[config.mk]
export PLATFORM = sky130hd
export DESIGN_NAME = tlb_front
export DESIGN_NICKNAME = d
export VERILOG_FILES = /design/src/rtl/tlb_front_pkg.sv /design/src/rtl/tlb_front_perm.sv /design/src/rtl/tlb_front_array.sv /design/src/rtl/tlb_front_ctrl.sv /design/src/rtl/tlb_front.sv
export SDC_FILE = /design/constraint.sdc
export NUM_CORES = 1
export LEC_CHECK = 0
export ABC_AREA = 1
export BUFFER_PORTS_ARGS = -buffer_cell sky130_fd_sc_hd__buf_4
export CELL_PAD_IN_SITES_DETAIL_PLACEMENT = 0
export CELL_PAD_IN_SITES_GLOBAL_PLACEMENT = 2
export CORE_ASPECT_RATIO = 1.75
export CORE_UTILIZATION = 37
export CTS_BUF_LIST = sky130_fd_sc_hd__clkbuf_16
export DETAILED_ROUTE_END_ITERATION = 7
export PLACE_DENSITY_LB_ADDON = 0.1
export REMOVE_ABC_BUFFERS = 1
export SKIP_LAST_GASP = 1
export SYNTH_ARGS = -nofsm -noshare
export SYNTH_HDL_FRONTEND = slang
export SYNTH_SLANG_ARGS = --single-unit
[constraint.sdc]
create_clock -name clk -period 2.5 [get_ports clk]
set_input_delay 0.125 -clock clk [delete_from_list [all_inputs] [get_ports clk]]
set_output_delay 0.125 -clock clk [all_outputs]
set_load 0.005 [all_outputs]
[src/rtl/tlb_front_pkg.sv]
package tlb_front_pkg;
  typedef enum logic {ST_IDLE, ST_WALK} tlb_state_e;
  localparam int ACC_W  = 3;
  localparam int ACC_US = 2;
  localparam int ACC_RW = 1;
  localparam int ACC_WR = 0;
endpackage

[src/rtl/tlb_front_perm.sv]
module tlb_front_perm (
  input  logic wp,
  input  logic user,
  input  logic us,
  input  logic rw,
  input  logic is_wr,
  output logic ok
);
  localparam int TBL_N = 32;
  logic [TBL_N-1:0] allow;

  // Rule table indexed by {wp, user, us, rw, is_wr}.
  for (genvar i = 0; i < TBL_N; i++) begin : g_rule
    localparam bit B_WR   = ((i >> 0) & 1) != 0;
    localparam bit B_RW   = ((i >> 1) & 1) != 0;
    localparam bit B_US   = ((i >> 2) & 1) != 0;
    localparam bit B_USER = ((i >> 3) & 1) != 0;
    localparam bit B_WP   = ((i >> 4) & 1) != 0;
    if (B_USER) begin : g_usr
      assign allow[i] = B_US && (!B_WR || B_RW);
    end else begin : g_sup
      assign allow[i] = !B_WR || B_RW || !B_WP;
    end
  end

  assign ok = allow[{wp, user, us, rw, is_wr}];
endmodule

[src/rtl/tlb_front_array.sv]
module tlb_front_array #(
  parameter int FRAME_W   = 20,
  parameter int IDX_BITS  = 4,
  localparam int TAG_W    = FRAME_W + 1,
  localparam int ENTRIES  = 1 << IDX_BITS,
  localparam int ACC_W    = tlb_front_pkg::ACC_W
) (
  input  logic                clk,
  input  logic                rst_n,
  input  logic                flush,
  input  logic [IDX_BITS-1:0] rd_idx,
  output logic [TAG_W-1:0]    rd_tag,
  output logic [FRAME_W-1:0]  rd_ppf,
  output logic [ACC_W-1:0]    rd_acc,
  input  logic                wr_en,
  input  logic                inv_en,
  input  logic [IDX_BITS-1:0] wr_idx,
  input  logic [TAG_W-1:0]    wr_tag,
  input  logic [FRAME_W-1:0]  wr_ppf,
  input  logic [ACC_W-1:0]    wr_acc
);
  // Top tag bit set: a lookup always compares with it clear, so never matches.
  localparam logic [TAG_W-1:0] TAG_NONE = {1'b1, {FRAME_W{1'b0}}};

  logic [TAG_W-1:0]   tag_q [ENTRIES];
  logic [FRAME_W-1:0] ppf_q [ENTRIES];
  logic [ACC_W-1:0]   acc_q [ENTRIES];

  for (genvar e = 0; e < ENTRIES; e++) begin : g_ent
    logic sel;
    assign sel = (wr_idx == IDX_BITS'(e));

    always_ff @(posedge clk or negedge rst_n) begin
      if (!rst_n) begin
        tag_q[e] <= TAG_NONE;
      end else if (flush || (inv_en && sel)) begin
        tag_q[e] <= TAG_NONE;
      end else if (wr_en && sel) begin
        tag_q[e] <= wr_tag;
      end
    end

    always_ff @(posedge clk) begin
      if (wr_en && sel) begin
        ppf_q[e] <= wr_ppf;
        acc_q[e] <= wr_acc;
      end
    end
  end

  assign rd_tag = tag_q[rd_idx];
  assign rd_ppf = ppf_q[rd_idx];
  assign rd_acc = acc_q[rd_idx];
endmodule

[src/rtl/tlb_front_ctrl.sv]
module tlb_front_ctrl
  import tlb_front_pkg::*;
#(
  parameter int ADDR_W    = 32,
  parameter int PAGE_BITS = 12,
  parameter int IDX_BITS  = 4,
  localparam int FRAME_W  = ADDR_W - PAGE_BITS,
  localparam int TAG_W    = FRAME_W + 1
) (
  input  logic                clk,
  input  logic                rst_n,
  input  logic                req_valid,
  output logic                req_ready,
  input  logic [ADDR_W-1:0]   req_laddr,
  input  logic                req_write,
  input  logic                req_fetch,
  input  logic                req_user,
  input  logic                req_wp,
  output logic                rsp_valid,
  output logic [ADDR_W-1:0]   rsp_paddr,
  output logic                rsp_fault,
  output logic                walk_req,
  output logic [ADDR_W-1:0]   walk_laddr,
  output logic                walk_write,
  output logic                walk_fetch,
  output logic                walk_user,
  output logic                walk_wp,
  input  logic                walk_done,
  input  logic                walk_fault,
  input  logic [FRAME_W-1:0]  walk_ppf,
  input  logic [1:0]          walk_acc,
  output logic [IDX_BITS-1:0] lk_idx,
  input  logic [TAG_W-1:0]    lk_tag,
  input  logic [FRAME_W-1:0]  lk_ppf,
  input  logic [ACC_W-1:0]    lk_acc,
  output logic                fill_en,
  output logic                kill_en,
  output logic [IDX_BITS-1:0] fill_idx,
  output logic [TAG_W-1:0]    fill_tag,
  output logic [FRAME_W-1:0]  fill_ppf,
  output logic [ACC_W-1:0]    fill_acc
);
  tlb_state_e          st_q, st_d;
  logic [ADDR_W-1:0]   lad_q;
  logic                wr_q, fe_q, usr_q, wp_q;
  logic                rv_q, rv_d, rf_q, rf_d;
  logic [ADDR_W-1:0]   rp_q, rp_d;

  logic accept, is_wr, hit, perm_ok, clean, fast, latch_en;

  assign req_ready = (st_q == ST_IDLE);
  assign accept    = req_valid && req_ready;
  assign is_wr     = req_write && !req_fetch;
  assign lk_idx    = req_laddr[PAGE_BITS +: IDX_BITS];
  assign hit       = (lk_tag == {1'b0, req_laddr[ADDR_W-1:PAGE_BITS]});
  assign clean     = !(is_wr && !lk_acc[ACC_WR]);
  assign fast      = hit && perm_ok && clean;
  assign latch_en  = accept && !fast;

  tlb_front_perm u_perm (
    .wp    (req_wp),
    .user  (req_user),
    .us    (lk_acc[ACC_US]),
    .rw    (lk_acc[ACC_RW]),
    .is_wr (is_wr),
    .ok    (perm_ok)
  );

  always_comb begin
    st_d    = st_q;
    rv_d    = 1'b0;
    rf_d    = 1'b0;
    rp_d    = rp_q;
    fill_en = 1'b0;
    kill_en = 1'b0;
    case (st_q)
      ST_IDLE: begin
        if (accept) begin
          if (fast) begin
            rv_d = 1'b1;
            rp_d = {lk_ppf, req_laddr[PAGE_BITS-1:0]};
          end else begin
            st_d = ST_WALK;
          end
        end
      end
      ST_WALK: begin
        if (walk_done) begin
          st_d = ST_IDLE;
          rv_d = 1'b1;
          if (walk_fault) begin
            rf_d    = 1'b1;
            kill_en = 1'b1;
            rp_d    = '0;
          end else begin
            fill_en = 1'b1;
            rp_d    = {walk_ppf, lad_q[PAGE_BITS-1:0]};
          end
        end
      end
      default: st_d = ST_IDLE;
    endcase
  end

  always_ff @(posedge clk or negedge rst_n) begin
    if (!rst_n) begin
      st_q <= ST_IDLE;
      rv_q <= 1'b0;
      rf_q <= 1'b0;
    end else begin
      st_q <= st_d;
      rv_q <= rv_d;
      rf_q <= rf_d;
    end
  end

  always_ff @(posedge clk) begin
    if (rv_d) begin
      rp_q <= rp_d;
    end
    if (latch_en) begin
      lad_q <= req_laddr;
      wr_q  <= is_wr;
      fe_q  <= req_fetch;
      usr_q <= req_user;
      wp_q  <= req_wp;
    end
  end

  assign rsp_valid  = rv_q;
  assign rsp_fault  = rf_q;
  assign rsp_paddr  = rp_q;
  assign walk_req   = (st_q == ST_WALK);
  assign walk_laddr = lad_q;
  assign walk_write = wr_q;
  assign walk_fetch = fe_q;
  assign walk_user  = usr_q;
  assign walk_wp    = wp_q;

  assign fill_idx = lad_q[PAGE_BITS +: IDX_BITS];
  assign fill_tag = {1'b0, lad_q[ADDR_W-1:PAGE_BITS]};
  assign fill_ppf = walk_ppf;
  assign fill_acc = {walk_acc, wr_q};
endmodule

[src/rtl/tlb_front.sv]
module tlb_front #(
  parameter int IDX_BITS = 4
) (
  input  logic        clk,
  input  logic        rst_n,
  input  logic        flush,
  input  logic        req_valid,
  output logic        req_ready,
  input  logic [31:0] req_laddr,
  input  logic        req_write,
  input  logic        req_fetch,
  input  logic        req_user,
  input  logic        req_wp,
  output logic        rsp_valid,
  output logic [31:0] rsp_paddr,
  output logic        rsp_fault,
  output logic        walk_req,
  output logic [31:0] walk_laddr,
  output logic        walk_write,
  output logic        walk_fetch,
  output logic        walk_user,
  output logic        walk_wp,
  input  logic        walk_done,
  input  logic        walk_fault,
  input  logic [19:0] walk_ppf,
  input  logic [1:0]  walk_acc
);
  localparam int ADDR_W    = 32;
  localparam int PAGE_BITS = 12;
  localparam int FRAME_W   = ADDR_W - PAGE_BITS;
  localparam int TAG_W     = FRAME_W + 1;
  localparam int ACC_W     = tlb_front_pkg::ACC_W;

  logic [IDX_BITS-1:0] lk_idx, fill_idx;
  logic [TAG_W-1:0]    lk_tag, fill_tag;
  logic [FRAME_W-1:0]  lk_ppf, fill_ppf;
  logic [ACC_W-1:0]    lk_acc, fill_acc;
  logic                fill_en, kill_en;

  tlb_front_ctrl #(
    .ADDR_W(ADDR_W), .PAGE_BITS(PAGE_BITS), .IDX_BITS(IDX_BITS)
  ) u_ctrl (
    .clk(clk), .rst_n(rst_n),
    .req_valid(req_valid), .req_ready(req_ready), .req_laddr(req_laddr),
    .req_write(req_write), .req_fetch(req_fetch), .req_user(req_user),
    .req_wp(req_wp),
    .rsp_valid(rsp_valid), .rsp_paddr(rsp_paddr), .rsp_fault(rsp_fault),
    .walk_req(walk_req), .walk_laddr(walk_laddr), .walk_write(walk_write),
    .walk_fetch(walk_fetch), .walk_user(walk_user), .walk_wp(walk_wp),
    .walk_done(walk_done), .walk_fault(walk_fault), .walk_ppf(walk_ppf),
    .walk_acc(walk_acc),
    .lk_idx(lk_idx), .lk_tag(lk_tag), .lk_ppf(lk_ppf), .lk_acc(lk_acc),
    .fill_en(fill_en), .kill_en(kill_en), .fill_idx(fill_idx),
    .fill_tag(fill_tag), .fill_ppf(fill_ppf), .fill_acc(fill_acc)
  );

  tlb_front_array #(
    .FRAME_W(FRAME_W), .IDX_BITS(IDX_BITS)
  ) u_array (
    .clk(clk), .rst_n(rst_n), .flush(flush),
    .rd_idx(lk_idx), .rd_tag(lk_tag), .rd_ppf(lk_ppf), .rd_acc(lk_acc),
    .wr_en(fill_en), .inv_en(kill_en), .wr_idx(fill_idx),
    .wr_tag(fill_tag), .wr_ppf(fill_ppf), .wr_acc(fill_acc)
  );
endmodule

* Word level (Yosys, flattened, before mapping)
Memory sizes are Yosys's and may differ from the RTL's.
Cells that the tools add are included.
Widths: inputs -> output; s select.
** Storage, ports and cells
- Flip-flop bits (word level) :: 407
- RAM bits :: 368
- ROM bits :: 32
- Bits of input ports :: 64
- Memories :: 3
** Memories
- u_array.ppf_q :: depth 16, bits a word 20, rd ports 1, clocked after memory_dff 0, wr ports 1, line tlb_front_array.sv:26 : logic [FRAME_W-1:0] ppf_q [ENTRIES];
- u_array.acc_q :: depth 16, bits a word 3, rd ports 1, clocked after memory_dff 0, wr ports 1, line tlb_front_array.sv:27 : logic [ACC_W-1:0] acc_q [ENTRIES];
- (no name shown) :: depth 32, bits a word 1, rd ports 1, clocked after memory_dff 0, wr ports 0, line tlb_front_perm.sv:26 : assign ok = allow[{wp, user, us, rw, is_wr}];
** Cells by class
- Magnitude comparators :: 2
- Eq/ne operators :: 19
- Muxes and demuxes :: 177
- Bitwise logic cells :: 2
- Reduce and logical (&&, ||, !) cells :: 106
** Operators with widths (count)
- $mux 21 :: 34
- $mux 20 :: 15
- $reduce_or 20->1 :: 15
- $mux 32 :: 4
- $mux 4 :: 30
- $bmux 21 s4 :: 1
- $mux 1 :: 75
- $pmux 32 s2 :: 1
- $mux 3 :: 15
- $reduce_or 3->1 :: 15
- $logic_and 1x1->1 :: 38
- $eq 4x4->1 const B :: 8
- $reduce_bool 2->1 :: 16
- $eq 21x20->1 :: 1
- $eq 4x3->1 const B :: 4
- $logic_or 1x1->1 :: 16
- $eq 4x2->1 const B :: 2
- $lt 5x6->1 const B :: 1
- $ne 2x2->1 const B :: 3
- $ge 5x5->1 const B :: 1
- $not 4->5 :: 1
- $eq 4x1->1 const B :: 1
- $logic_not 1->1 :: 4
- $logic_not 4->1 :: 1
- 3 further kinds :: 4

* Depth between registers and ports, before layout
Gate-level depths: netlist of run 1.
- Word-level depth :: 22
- Mapped depth :: 17
- Gate-level depth less buffers :: 16

* Modules after synthesis
A second synthesis of run 1 with hierarchy kept.
** Second synthesis, totals
- Cells, all modules :: 4415
- Area total of the unflattened synthesis :: 36920.4 sq um
** By module, submodules not included
- tlb_front_array :: times used 1, cells an instance 4051, area an instance 33418.3 sq um
- tlb_front_ctrl :: times used 1, cells an instance 357, area an instance 3475.8 sq um
- tlb_front_perm :: times used 1, cells an instance 7, area an instance 26.3 sq um

* Worst setup path after synthesis of run 1
OpenSTA, ideal clock, no wires.
- Path type :: in2reg
- Start :: input req_laddr[14]
- End :: register u_ctrl.rp_q[0], in the netlist u_ctrl.rsp_paddr[0] (enable)
- Data arrival time :: 2111 ps
- Required time :: 2111 ps
- Path slack :: 0 ps
- Stages on the path :: 12
- Path buffers :: 3
- Cell sequence :: buf_2 > inv_1 > buf_2 > clkbuf_1 > nand3_1 > nand3_1 > nand2_1 > nand2_1 > nand4_1 > nor2_1 > nand4_1 > nand2_1
** On the way
- Longest elaborated chain between the ends :: 11
- Elaborated cells on any way between the ends :: 18
** Ends and longest elaborated chain
- start, declared :: line tlb_front.sv:9 : input logic [31:0] req_laddr,
- parallel branches: the longest is 6 deep, another holds $mem_v2 16x3
- $logic_and 1x1->1 * :: line tlb_front_ctrl.sv:57 : assign fast = hit && perm_ok && clean;
- $mux 1 :: line tlb_front_ctrl.sv:79 : if (fast) begin
- $mux 1 :: line tlb_front_ctrl.sv:78 : if (accept) begin
- $pmux 1 s2 :: line tlb_front_ctrl.sv:76 : case (st_q)
- $reduce_and 4->1 (no source line) *
- end signal, assigned :: line tlb_front_ctrl.sv:119 : rp_q <= rp_d;
- end, declared :: line tlb_front_ctrl.sv:47 : logic [ADDR_W-1:0] rp_q, rp_d;
Every way passes the cells marked *. The select of a mux whose other input is x is not followed.
A chain may end at the register's enable or synchronous reset.

* Worst setup path in the final report of run 1
- Start :: register u_array.tag_q[107] in the netlist's numbering
- End :: register u_ctrl.rp_q[22], in the netlist u_ctrl.rsp_paddr[22] (enable)
** On the way
- Longest elaborated chain between the ends :: 10
- Elaborated cells on any way between the ends :: 11
** Ends and longest elaborated chain
- start, declared :: line tlb_front_array.sv:25 : logic [TAG_W-1:0] tag_q [ENTRIES];
- start signal, assigned by index :: line tlb_front_array.sv:39 : tag_q[e] <= wr_tag;
- $bmux 21 s4 * :: line tlb_front_array.sv:51 : assign rd_tag = tag_q[rd_idx];
- $mux 21 (implied by the code) * (2 in a row) :: line tlb_front_array.sv:51
- $eq 21x20->1 * :: line tlb_front_ctrl.sv:55 : assign hit = (lk_tag == {1'b0, req_laddr[ADDR_W-1:PAGE_BITS]});
- $logic_and 1x1->1 * (2 in a row) :: line tlb_front_ctrl.sv:57
- $mux 1 :: line tlb_front_ctrl.sv:79
- $mux 1 :: line tlb_front_ctrl.sv:78
- $pmux 1 s2 :: line tlb_front_ctrl.sv:76
- $reduce_and 4->1 (no source line) *
Mark *: on every way between the ends. The rest lies on a longest branch, timed or not. The select of a mux whose other input is x is not followed.

==> results of run 1 <==
## worst reg2reg max path: cells and delay by family, from the launching register on
kind,cells,cell delay [ns]
flops,1,0.36
simple gates,12,1.51
buf+inv,2,0.29
## worst max path at each step
stage / start / to
after floorplan: req_laddr[12] / u_ctrl.rsp_paddr[0]$_DFFE_PP_
after global placement: req_laddr[12] / u_ctrl.rsp_paddr[23]$_DFFE_PP_
after detailed placement: req_laddr[12] / u_ctrl.rsp_paddr[19]$_DFFE_PP_
after CTS: u_array.tag_q[116]$_DFFE_PN0P_ / u_ctrl.rsp_paddr[19]$_DFFE_PP_
after global routing: u_array.tag_q[279]$_DFFE_PN0P_ / u_ctrl.rsp_paddr[22]$_DFFE_PP_
final: u_array.tag_q[107]$_DFFE_PN0P_ / u_ctrl.rsp_paddr[22]$_DFFE_PP_
## registers in the layout (all words and copies together), names as in the netlist
register           count
u_array.acc_q         48
u_array.ppf_q        320
u_array.tag_q        336
u_ctrl.rsp_fault       1
u_ctrl.rsp_paddr      32
u_ctrl.rsp_valid       1
u_ctrl.walk_fetch      1
u_ctrl.walk_laddr     32
u_ctrl.walk_req        1
u_ctrl.walk_user       1
u_ctrl.walk_wp         1
u_ctrl.walk_write      1
## layer usage
layer  vias to the layer above  global-route usage
met5                         -                   0
met4                         0               0.100
met3                       199              0.0321
met2                       805               0.501
met1                     13234               0.315
li1                      11882                   -
## repair_timing
action / 4_1_cts / 5_1_grt
hold buffers: 60 / 0
pin swaps: 0 / 10
setup endpoints to repair: 32 / 68
buffers inserted: 0 / 1
hold endpoints to repair: 719 / 0
cloned: 0 / 4
resized for setup: 1 / 23
## cell type report
type	count	area share
antenna	1	0.0000621
tap	1176	0.0365
timing repair buffer	421	0.0993
clock buffer	80	0.0497
inverter	302	0.0285
clock inverter	61	0.0116
sequential	775	0.536
multi-input combinational	1998	0.238
## metrics by stage
step	power, mW	hold slack (ns)	TNS [ns]	utilization
3_3_place_gp	16.7	0.134	-20.21	0.416
2_1_floorplan	15.0	-0.171	-997.06	-
4_1_cts	28.4	0.0151	0	0.450
5_1_grt	29.1	0.0397	-3.44	0.452
3_5_place_dp	16.7	0.135	-16.21	0.416
6_report	28.2	0.0261	0	0.452
## report_power, final
| group | internal, mW | total, mW | switching, mW | leakage, nW |
|---|---|---|---|---|
| registers | 13.7 | 13.9 | 0.133 | 8.63 |
| clock network | 6.45 | 11.6 | 5.20 | 1.28 |
| logic | 0.916 | 2.70 | 1.78 | 6.29 |
## cells in the final DEF, fill, tap and decap left out, types with 12 or more instances in the layout
cell           count
clkinv_1          18
o22ai_1           40
nor2_1           319
dfstp_2           16
dfrtp_1          323
inv_2             15
clkbuf_16         83
o211ai_1          26
o221ai_1          31
a21oi_1          128
nand2_1          443
buf_12            49
inv_1            303
a21oi_2           15
nand3_1          393
buf_4            305
dlygate4sd3_1     60
edfxtp_1         436
a22o_1            12
o21ai_0          529
## cell families after synthesis
group                  count (synthesis)
buffers and inverters                531
AOI/OAI and AO/OA                    818
DFF                                  775
and+or+nand+nor                     1180
==> metrics.md, run 1 <==
| Metric | Value |
|---|---|
| Ys Warns | 0 |
| Max_slew headroom | 0.485 |
| Mapped Cells | 3304 |
| Final wirelength | 123000 µm |
| CP arrival | 2.84 ns |
| Top sig layer | met4 |
| # rows | 145 |
| Die X | 228 µm |
| Average size of a mapped cell | 10.1 µm² |
| Total track usage | 0.269 |
| Power Density | 700 mW/mm² |
| Vias per cell | 5.43 |
| Clock root buffer | clkbuf_16 |
| Cell variety after synth | 31 |
| Slew Limit Fails | 0 |
| Simple-gate share of the synthesized area | 0.149 |
| Core footprint | 0.0891 mm² |
| Max-Cap Viols | 0 |
| CP Launch Type | flip-flop |
| DR WL/cell | 25.5 µm |
| Starting Density | 0.373 |
| CTS tree | built |
| Worst setup slack after layout | around 0.029 ns |
| Post-synthesis mux area share | 0 |
| Main combinational cell family by area after synthesis | simple AND/OR/NAND/NOR gates |
| Critical path's top delay family | simple AND/OR/NAND/NOR gates |
| Period minus WS final | 2.47 ns |
| Primary FF master, synth | edfxtp_1 |
| Reg clk slew, reported paths | 0.06 ns |
| Iter 0 DRT Violations | 2045 |
| Reg2reg start | u_array.tag_q[107]$_DFFE_PN0P_ |
| Max H-tree Level | 3 |
| Post-synthesis xor/xnor area fraction | 0 |
| Crit-path slowest cell | dfrtp_1 |
| M1 WL | 48100 µm |
| Antenna violations before repair | 1 |
| Sequential-to-total area share from yosys stat | 0.650 |
| Critical path required time | 2.86 ns |
| Num CTS Buffers | 77 |
| Status | completed |
| Die height | 398 µm |
| Reg-to-reg setup timing slack | slightly below 0.03 ns |
| DRC | 0 |
| FMAX | 405 MHz |
| Critical Path, Cell by Cell | inv_1 > nand3_1 > nand3_1 > nand3_1 > nand2_1 > nor2_1 > nor2_2 > nand2_1 > nor2_1 > nand2_1 > nor2_2 > nand4_1 > nand2_4 > clkbuf_16 |
| Pre-CTS setup slack | -0.299 ns |
| Layout Cell Area excl Fill | 0.0403 mm² |
| Worst Path Buf+Inv | 2 |
| CP max FO | 8 |
| Static leakage | about 16 nW |
| Clk_lat worst skew | about 0.66 ns |
| Post-route ant nets | 0 |
| Actual slew at the worst max-slew pin | 0.772 ns |
| Top-count cell post-synth | o21ai_0 |
| Vias in the first global route | 26656 |
| Fin crit share | 0.988 |
| Met2 WL | 65200 µm |
| FF+latch count, synth | just under 800 |
| CP Depth | 14 |
| Largest area contributor in the netlist | edfxtp_1 |
| Synthesized cell area | roughly 0.033 mm² |
| Die area | between 0.09 and 0.1 mm² |
| Final hold violation count | 0 |
| Final setup viols | 0 |
| FILL cells | 8446 |
| Post-synth top cells | o21ai_0, nand2_1, edfxtp_1 |
| Post-synth ARST share | 0.437 |
| FF/Latch Area | 0.0216 mm² |
| Top cell type's share of synthesized area | 0.394 |
| WS Path Type | reg2reg |
| Reg2reg path depth | 14 |
| Multi-input gate area | around 0.0096 mm² |
| Worst Hold Class | in2async |
| TritonRoute pass-1 iters | 8 |
| Cell Count Post-Placement | 4607 |
| Global-route wire length before repair | 179000 µm |
| Synth Area in Compound Gates | 0.136 |
| Peak supply drop | roughly 0.00046 V |
| Largest cells by area after synthesis | edfxtp_1, dfrtp_1, o21ai_0, nand3_1, nand2_1 |
| Largest net degree at the start of global routing | 65 |
| Clock sinks | 775 |
| HPWL Detailed | 78900 µm |
| Post-Layout Cell Count | 4814 |
| Met3 Wirelength | 4930 µm |
| Layout area overhead | 21.2% |
| Global route overflow | 0 |
| Reg2Reg Capture Point | u_ctrl.rsp_paddr[22]$_DFFE_PP_ |
| Cell Area, Placed | 0.0370 mm² |
| Port bufs | 135 |
| EDFF count, synth | 436 |
| Crit-path max cell delay | 0.36 ns |
| Max Root-Sink Buffers | 3 |
| NumNets Final | 3639 |
| Synth Area in Adders | 0 |
| Gpl congestion | 0.853 |
| Via count | approximately 26000 |
| RSZ-0062 raised after global routing | yes |
| IO Count | 136 |
| CP Capture Type | flip-flop |
| Clock Skews | 0.0271 ns |
| Share of cells above drive strength 1 | 0.148 |
Power figures use the tool's default switching activity.
==> run 2, diff against run 1 <==
--- a/config.mk
+++ b/config.mk
@@ -13,6 +13,7 @@
 export CORE_UTILIZATION = 37
 export CTS_BUF_LIST = sky130_fd_sc_hd__clkbuf_16
 export DETAILED_ROUTE_END_ITERATION = 7
+export MAX_ROUTING_LAYER = met4
 export PLACE_DENSITY_LB_ADDON = 0.1
 export REMOVE_ABC_BUFFERS = 1
 export SKIP_LAST_GASP = 1
==> run 2 against run 1 <==
Power about the same. Global-route usage increased by 0.82 points. Setup slack got worse by 0.022 ns. Highest routed layer unchanged. Via count about the same. Die area unchanged. Non-clock buffer count unchanged. Clock power about the same.
==> metrics.md, run 2 (synthesis results as in run 1) <==
| Metric | Value |
|---|---|
| Status | completed |
| P_sw | approximately 7 mW |
| Final hold violation count | 0 |
| FMAX | 401 MHz |
| Internal power | 21.1 mW |
| Clock root buffer | clkbuf_16 |
| Sw frac | 0.252 |
| Power Density | about 700 mW/mm² |
| DR WL/cell | 25.5 µm |
| Num CTS Buffers | 77 |
| WS Path Type | reg2reg |
| Largest net degree at the start of global routing | 65 |
| Gpl congestion | 0.867 |
| Power share of the sequential group | 0.491 |
| DRC | 0 |
| Starting Density | 0.373 |
| Pre-CTS setup slack | -0.299 ns |
| Vias in the first global route | 26596 |
| Antenna violations before repair | 0 |
| Global-route wire length before repair | 180000 µm |
| Clock Skews | 0.0226 ns |
| CP Launch Type | flip-flop |
| HPWL Detailed | 78900 µm |
| # rows | approximately 150 |
| Combinational power share | 0.096 |
| TritonRoute pass-1 iters | 5 |
| Max_slew headroom | 0.468 |
| Core footprint | 0.0891 mm² |
| Period minus WS final | 2.49 ns |
| RSZ-0062 raised after global routing | yes |
| Clk_lat worst skew | between 0.6 and 0.7 ns |
| Via count | ~26000 |
| Final wirelength | 123000 µm |
| Reg clk slew, reported paths | 0.06 ns |
| Max-Cap Viols | 0 |
| Crit-path slowest cell | dfrtp_1 |
| Vias per cell | 5.43 |
| Worst Hold Class | in2async |
| Crit-path max cell delay | 0.36 ns |
| Total track usage | 0.278 |
| Global route overflow | 0 |
| Largest regs | u_array.tag_q (336), u_array.ppf_q (320), u_array.acc_q (48) |
| Clock sinks | 775 |
| Commonest non-fill, non-tap cell in the layout | o21ai_0 |
| Largest Register | u_array.tag_q |
| NumNets Final | between 3000 and 4000 |
| Critical path required time | 2.86 ns |
| CP Capture Type | flip-flop |
| Share of cells above drive strength 1 | 0.148 |
| Design Power | 28.2 mW |
| Max Root-Sink Buffers | 3 |
| Critical Path, Cell by Cell | inv_1 > nand3_1 > nand3_1 > nand3_1 > nand2_1 > nor2_1 > nor2_2 > nand2_1 > nor2_1 > nand2_1 > nor2_2 > nand4_1 > nand2_4 > clkbuf_16 |
| Die area | roughly 0.091 mm² |
| Setup TNS | 0 ns |
| Die height | 398 µm |
| Die X | 228 µm |
| Clock share of power | 0.413 |
| Actual slew at the worst max-slew pin | 0.798 ns |
| Iter 0 DRT Violations | 2141 |
| IO Count | 136 |
| Fin crit share | 0.997 |
| Reg2Reg Capture Point | u_ctrl.rsp_paddr[22]$_DFFE_PP_ |
| Post-route ant nets | 0 |
| Reg2reg start | u_array.tag_q[107]$_DFFE_PN0P_ |
| Port bufs | around 140 |
| Static leakage | 16.2 nW |
| Layout area overhead | 21.2% |
| Reg-to-reg setup timing slack | 0.007 ns |
| Max H-tree Level | 3 |
| Final setup viols | 0 |
| Reg2reg path depth | 14 |
| Peak supply drop | 0.000461 V |
| CP arrival | 2.85 ns |
| Slew Limit Fails | 0 |
| Max FFs per register | 336 |
| Most frequent cells in the layout | o21ai_0, nand2_1, edfxtp_1 |
| Worst setup slack after layout | around 0.007 ns |
| CP max FO | 8 |
| CTS tree | built |
==> run 2: cell counts in the layout (fill, tap and decap cells not counted) <==
Identical to the previous run, type by type.
==> run 2: worst max-delay path: cells and delay by family (launching register included) <==
kind	cells	cell delay, ns
flip-flops	1	0.36
AND/OR/NAND/NOR	12	1.53
buffers and inverters	2	0.29
==> run 2: worst max path at each step <==
stage,startpoint,end,slack [ns]
5_1_grt,u_array.tag_q[279]$_DFFE_PN0P_,u_ctrl.rsp_paddr[22]$_DFFE_PP_,-0.09
3_3_place_gp,req_laddr[12],u_ctrl.rsp_paddr[23]$_DFFE_PP_,-0.36
6_report,u_array.tag_q[107]$_DFFE_PN0P_,u_ctrl.rsp_paddr[22]$_DFFE_PP_,0.007
2_1_floorplan,req_laddr[12],u_ctrl.rsp_paddr[0]$_DFFE_PP_,-3.38
4_1_cts,u_array.tag_q[116]$_DFFE_PN0P_,u_ctrl.rsp_paddr[19]$_DFFE_PP_,0.006
3_5_place_dp,req_laddr[12],u_ctrl.rsp_paddr[19]$_DFFE_PP_,-0.30
==> run 2: power groups by stage <==
| stage | combinational [mW] | clock, mW | sequential (mW) |
|---|---|---|---|
| after global placement | 2.57 | 0 | 14.1 |
| after CTS | 2.67 | 11.9 | 13.9 |
| after global routing | 2.90 | 12.3 | 13.9 |
| after detailed placement | 2.58 | 0 | 14.1 |
| after floorplan | 0.896 | 0 | 14.1 |
| final | 2.70 | 11.6 | 13.9 |
==> run 2: what timing repair did <==
action / 4_1_cts / 5_1_grt
endpoints found under the setup margin: 32 / 68
gates resized for setup: 1 / 23
cloned: 0 / 4
setup buffers: 0 / 1
pin swaps: 0 / 10
endpoints found under the hold margin: 719 / 0
hold buffers: 60 / 0
==> run 2: routing by layer <==
layer / vias to the layer above / GRT usage / part of all wire
li1: 11891 / - / -
met1: 13228 / 0.317 / 0.39
met2: 807 / 0.502 / 0.53
met3: 210 / 0.0312 / 0.041
met4: 0 / 0.0971 / 0.035
met5: - / - / 0
==> run 2: cell type report <==
cell class / count / area, µm²
inverters: 302 / 1150
multi-input cells: 1998 / 9580
clock buffers: 80 / 2000
flip-flops and latches: 775 / 21600
well taps: 1176 / 1470
diodes: 1 / 2.50
clock inverters: 61 / 468
fillers: 8448 / 48800
repair buffers: 421 / 4000
==> run 2: through the flow <==
step / cell area, µm² / utilization / std cells / hold WS (ns)
finish: 40300 / 0.452 / 4814 / 0.0248
global route: 40300 / 0.452 / 4813 / 0.0402
CTS: 40100 / 0.450 / 4808 / 0.0151
detailed placement: 37000 / 0.416 / 4607 / 0.135
global placement: 37000 / 0.416 / 4607 / 0.134
floorplan: 32200 / - / 3075 / -0.171
==> run 3, diff against run 2 <==
--- a/config.mk
+++ b/config.mk
@@ -5,12 +5,11 @@
 export SDC_FILE = /design/constraint.sdc
 export NUM_CORES = 1
 export LEC_CHECK = 0
-export ABC_AREA = 1
 export BUFFER_PORTS_ARGS = -buffer_cell sky130_fd_sc_hd__buf_4
 export CELL_PAD_IN_SITES_DETAIL_PLACEMENT = 0
 export CELL_PAD_IN_SITES_GLOBAL_PLACEMENT = 2
 export CORE_ASPECT_RATIO = 1.75
-export CORE_UTILIZATION = 37
+export CORE_UTILIZATION = 40
 export CTS_BUF_LIST = sky130_fd_sc_hd__clkbuf_16
 export DETAILED_ROUTE_END_ITERATION = 7
 export MAX_ROUTING_LAYER = met4
==> run 3 against run 2 <==
The run now ends with setup timing left. Sequential power is essentially flat. Non-clock buffer count up 52. Worst hold slack got worse by 0.0026 ns. Wire length fell by 12%. Largest power group unchanged. Clock-buffer cell count shrank 5. Register-to-register slack lost 0.86 ns. Sequential share of layout area increased by 0.73 points. Flip-flop and latch count stayed put. Critical endpoint is now u_ctrl.rsp_paddr[23]$_DFFE_PP_. Power decreased by 4.5%.
==> metrics.md, run 3 <==
| Metric | Value |
|---|---|
| Status | finished, violations left |
| Failing checks | setup timing |
| Reg2reg start | u_array.tag_q[206]$_DFFE_PN0P_ |
| TritonRoute pass-1 iters | 5 |
| Max H-tree Level | 3 |
| Clock Skews | 0.0166 ns |
| Die X | 218 µm |
| Reg2reg path depth | 10 |
| DR WL/cell | about 28 µm |
| Sequential-to-total area share from yosys stat | 0.664 |
| Max FFs per register | 336 |
| Post-synth ARST share | 0.437 |
| Die height | 379 µm |
| Share of cells above drive strength 1 | 0.270 |
| Fin crit share | 1.34 |
| CP Capture Type | flip-flop |
| Largest cells by area after synthesis | edfxtp_1, dfrtp_1, mux4_2, nand2_1, a21oi_1 |
| Global route overflow | 0 |
| Period minus WS final | 3.35 ns |
| Max Root-Sink Buffers | 3 |
| Average size of a mapped cell | 13.8 µm² |
| Final setup viols | 70 |
| Final hold violation count | 0 |
| Top-count cell post-synth | nand2_1 |
| FF+latch count, synth | approximately 780 |
| CP max FO | 5 |
| Actual slew at the worst max-slew pin | roughly 0.94 ns |
| Port bufs | 135 |
| IO Count | between 100 and 150 |
| Static leakage | around 15 nW |
| Cell variety after synth | 66 |
| # rows | 138 |
| Starting Density | 0.403 |
| Slew Limit Fails | 0 |
| Critical path required time | 2.86 ns |
| Peak supply drop | 0.000445 V |
| Min Hold Slack | 0.0223 ns |
| Antenna violations before repair | 0 |
| Max_slew headroom | 0.372 |
| Die area | 0.0825 mm² |
| RSZ-0062 raised after global routing | yes |
| CTS tree | built |
| Largest area contributor in the netlist | edfxtp_1 |
| Global-route wire length before repair | 157000 µm |
| Worst Setup EP | u_ctrl.rsp_paddr[23]$_DFFE_PP_ |
| Primary FF master, synth | edfxtp_1 |
| Worst setup slack after layout | -0.854 ns |
| DRC | 0 |
| Post-route ant nets | 0 |
| Reg2Reg Capture Point | u_ctrl.rsp_paddr[23]$_DFFE_PP_ |
| Reg clk slew, reported paths | 0.07 ns |
| Num CTS Buffers | 73 |
| HPWL Detailed | 68900 µm |
| EDFF count, synth | 436 |
| Crit-path slowest cell | or4_4 |
| Clock root buffer | clkbuf_16 |
| Critical Path, Cell by Cell | mux4_2 > nor2b_1 > a211oi_1 > a21oi_1 > xor2_1 > or4_4 > or4_4 > o21ai_4 > buf_12 > clkbuf_16 |
| Number of antenna diodes | 0 |
| Reg-to-reg setup timing slack | -0.85 ns |
| CP arrival | 3.72 ns |
| FILL cells | 6961 |
| Gpl congestion | just under 0.9 |
| Layout area overhead | 22.1% |
| Largest net degree at the start of global routing | between 60 and 70 |
| Vias in the first global route | 22144 |
| Largest Register | u_array.tag_q |
| Top cell type's share of synthesized area | 0.403 |
| Crit. Startpoint | u_array.tag_q[206]$_DFFE_PN0P_ |
| Power Density | 678 mW/mm² |
| Clock sinks | 775 |
| Via count | about 21000 |
| Final wirelength | 108000 µm |
| Max-Cap Viols | 0 |
| CP Launch Type | flip-flop |
| Synthesized cell area | 0.0325 mm² |
| Core footprint | 0.0806 mm² |
| Final core occ | 0.493 |
| Crit-path max cell delay | 0.59 ns |
| Total track usage | 0.277 |
| Vias per cell | 5.61 |
| Commonest non-fill, non-tap cell in the layout | nand2_1 |
| Ys Warns | 0 |
| FMAX | 298 MHz |
| NumNets Final | 2783 |
| Worst Hold Class | in2async |
| Mapped Cells | about 2400 |
| WS Path Type | reg2reg |
| Iter 0 DRT Violations | roughly 1900 |
| Most frequent cell on the critical path | or4_4 |
| Most frequent cells in the layout | nand2_1, edfxtp_1, buf_4 |
| Post-synth top cells | nand2_1, edfxtp_1, dfrtp_1 |
| Clk_lat worst skew | 0.65 ns |
| Largest regs | u_array.tag_q (336), u_array.ppf_q (320), u_array.acc_q (48) |
run 3: changes by cell type after synthesis, moves of 24 or more:
cell,before,now
inv_1,295,21
a21oi_1,131,270
nand2_1,447,545
nor2_1,328,83
a21o_1,0,27
o221ai_1,31,3
nand3_1,399,12
nor3b_1,0,24
o22ai_1,40,8
buf_2,90,18
o21ai_0,535,9
mux4_2,0,171
clkbuf_1,102,132
mux2i_1,0,42
run 3: how the worst min path moves through the flow:
stage                                     end  slack, ns  startpoint  cells after the start
2_1_floorplan    u_array.tag_q[0]$_DFFE_PN0P_      -0.17       rst_n                      0
3_3_place_gp   u_array.tag_q[157]$_DFFE_PN0P_       0.12       rst_n                      1
3_5_place_dp    u_array.tag_q[73]$_DFFE_PN0P_       0.13       rst_n                      1
4_1_cts         u_array.tag_q[82]$_DFFE_PN0P_       0.01       rst_n                      2
5_1_grt         u_array.tag_q[10]$_DFFE_PN0P_       0.06       rst_n                      2
6_report        u_array.tag_q[31]$_DFFE_PN0P_       0.02       rst_n                      2
run 3: stage by stage:
stage	area [µm²]	setup TNS [ns]	power, mW	worst slack [ns]	cells
6_report	39700	-46.14	26.9	-0.854	3829
5_1_grt	39700	-52.83	27.8	-0.887	3829
4_1_cts	39700	-45.86	27.2	-0.812	3826
3_5_place_dp	36700	-77.27	16.2	-1.14	3627
3_3_place_gp	36700	-75.37	16.2	-1.11	3627
2_1_floorplan	31700	-115.53	14.7	-1.78	2171
run 3: repair_timing:
item,4_1_cts,5_1_grt
resized for setup,12,16
pin swaps,5,8
endpoints found under the hold margin,745,0
endpoints found under the setup margin,70,70
gates cloned,1,1
setup buffers,4,5
hold buffers,59,0
run 3: report_power, final:
part	internal [mW]	switching (mW)
Sequential	13.7	0.177
Clock	5.91	5.03
Combinational	0.907	1.20
run 3: logic make-up after synthesis:
logic type / count (synthesis) / synth area share
mux: 227 / 0.138
simple gates: 726 / 0.0923
buf+inv: 213 / 0.0285
compound gates: 396 / 0.0720
xor+xnor: 21 / 0.00566
flops: 775 / 0.664
run 3: critical path: cells and delay by family (launching register included):
kind / cells / cell delay (ns)
AO/OA/AOI/OAI: 3 / 0.44
XOR/XNOR: 1 / 0.17
buffers and inverters: 2 / 0.30
flip-flops: 1 / 0.38
multiplexers: 1 / 0.46
AND/OR/NAND/NOR: 3 / 1.29
run 3: layout make-up:
class,count,area (µm²),share of cell area
timing repair buffer,473,4340,0.109
inverter,26,97.6,0.00246
tap,1050,1310,0.0331
sequential,775,21600,0.544
multi-input combinational,1370,10100,0.254
clock buffer,75,1880,0.0473
clock inverter,60,424,0.0107
run 3: routing by layer:
metal / share of wire / wire (µm) / vias to the layer above / global-route usage
met5: 0 / 0 / - / -
met4: 0.034 / 3650 / 0 / 0.102
met3: 0.044 / 4740 / 180 / 0.0282
met2: 0.53 / 57700 / 734 / 0.482
met1: 0.39 / 42400 / 11242 / 0.332
li1: - / - / 9322 / -
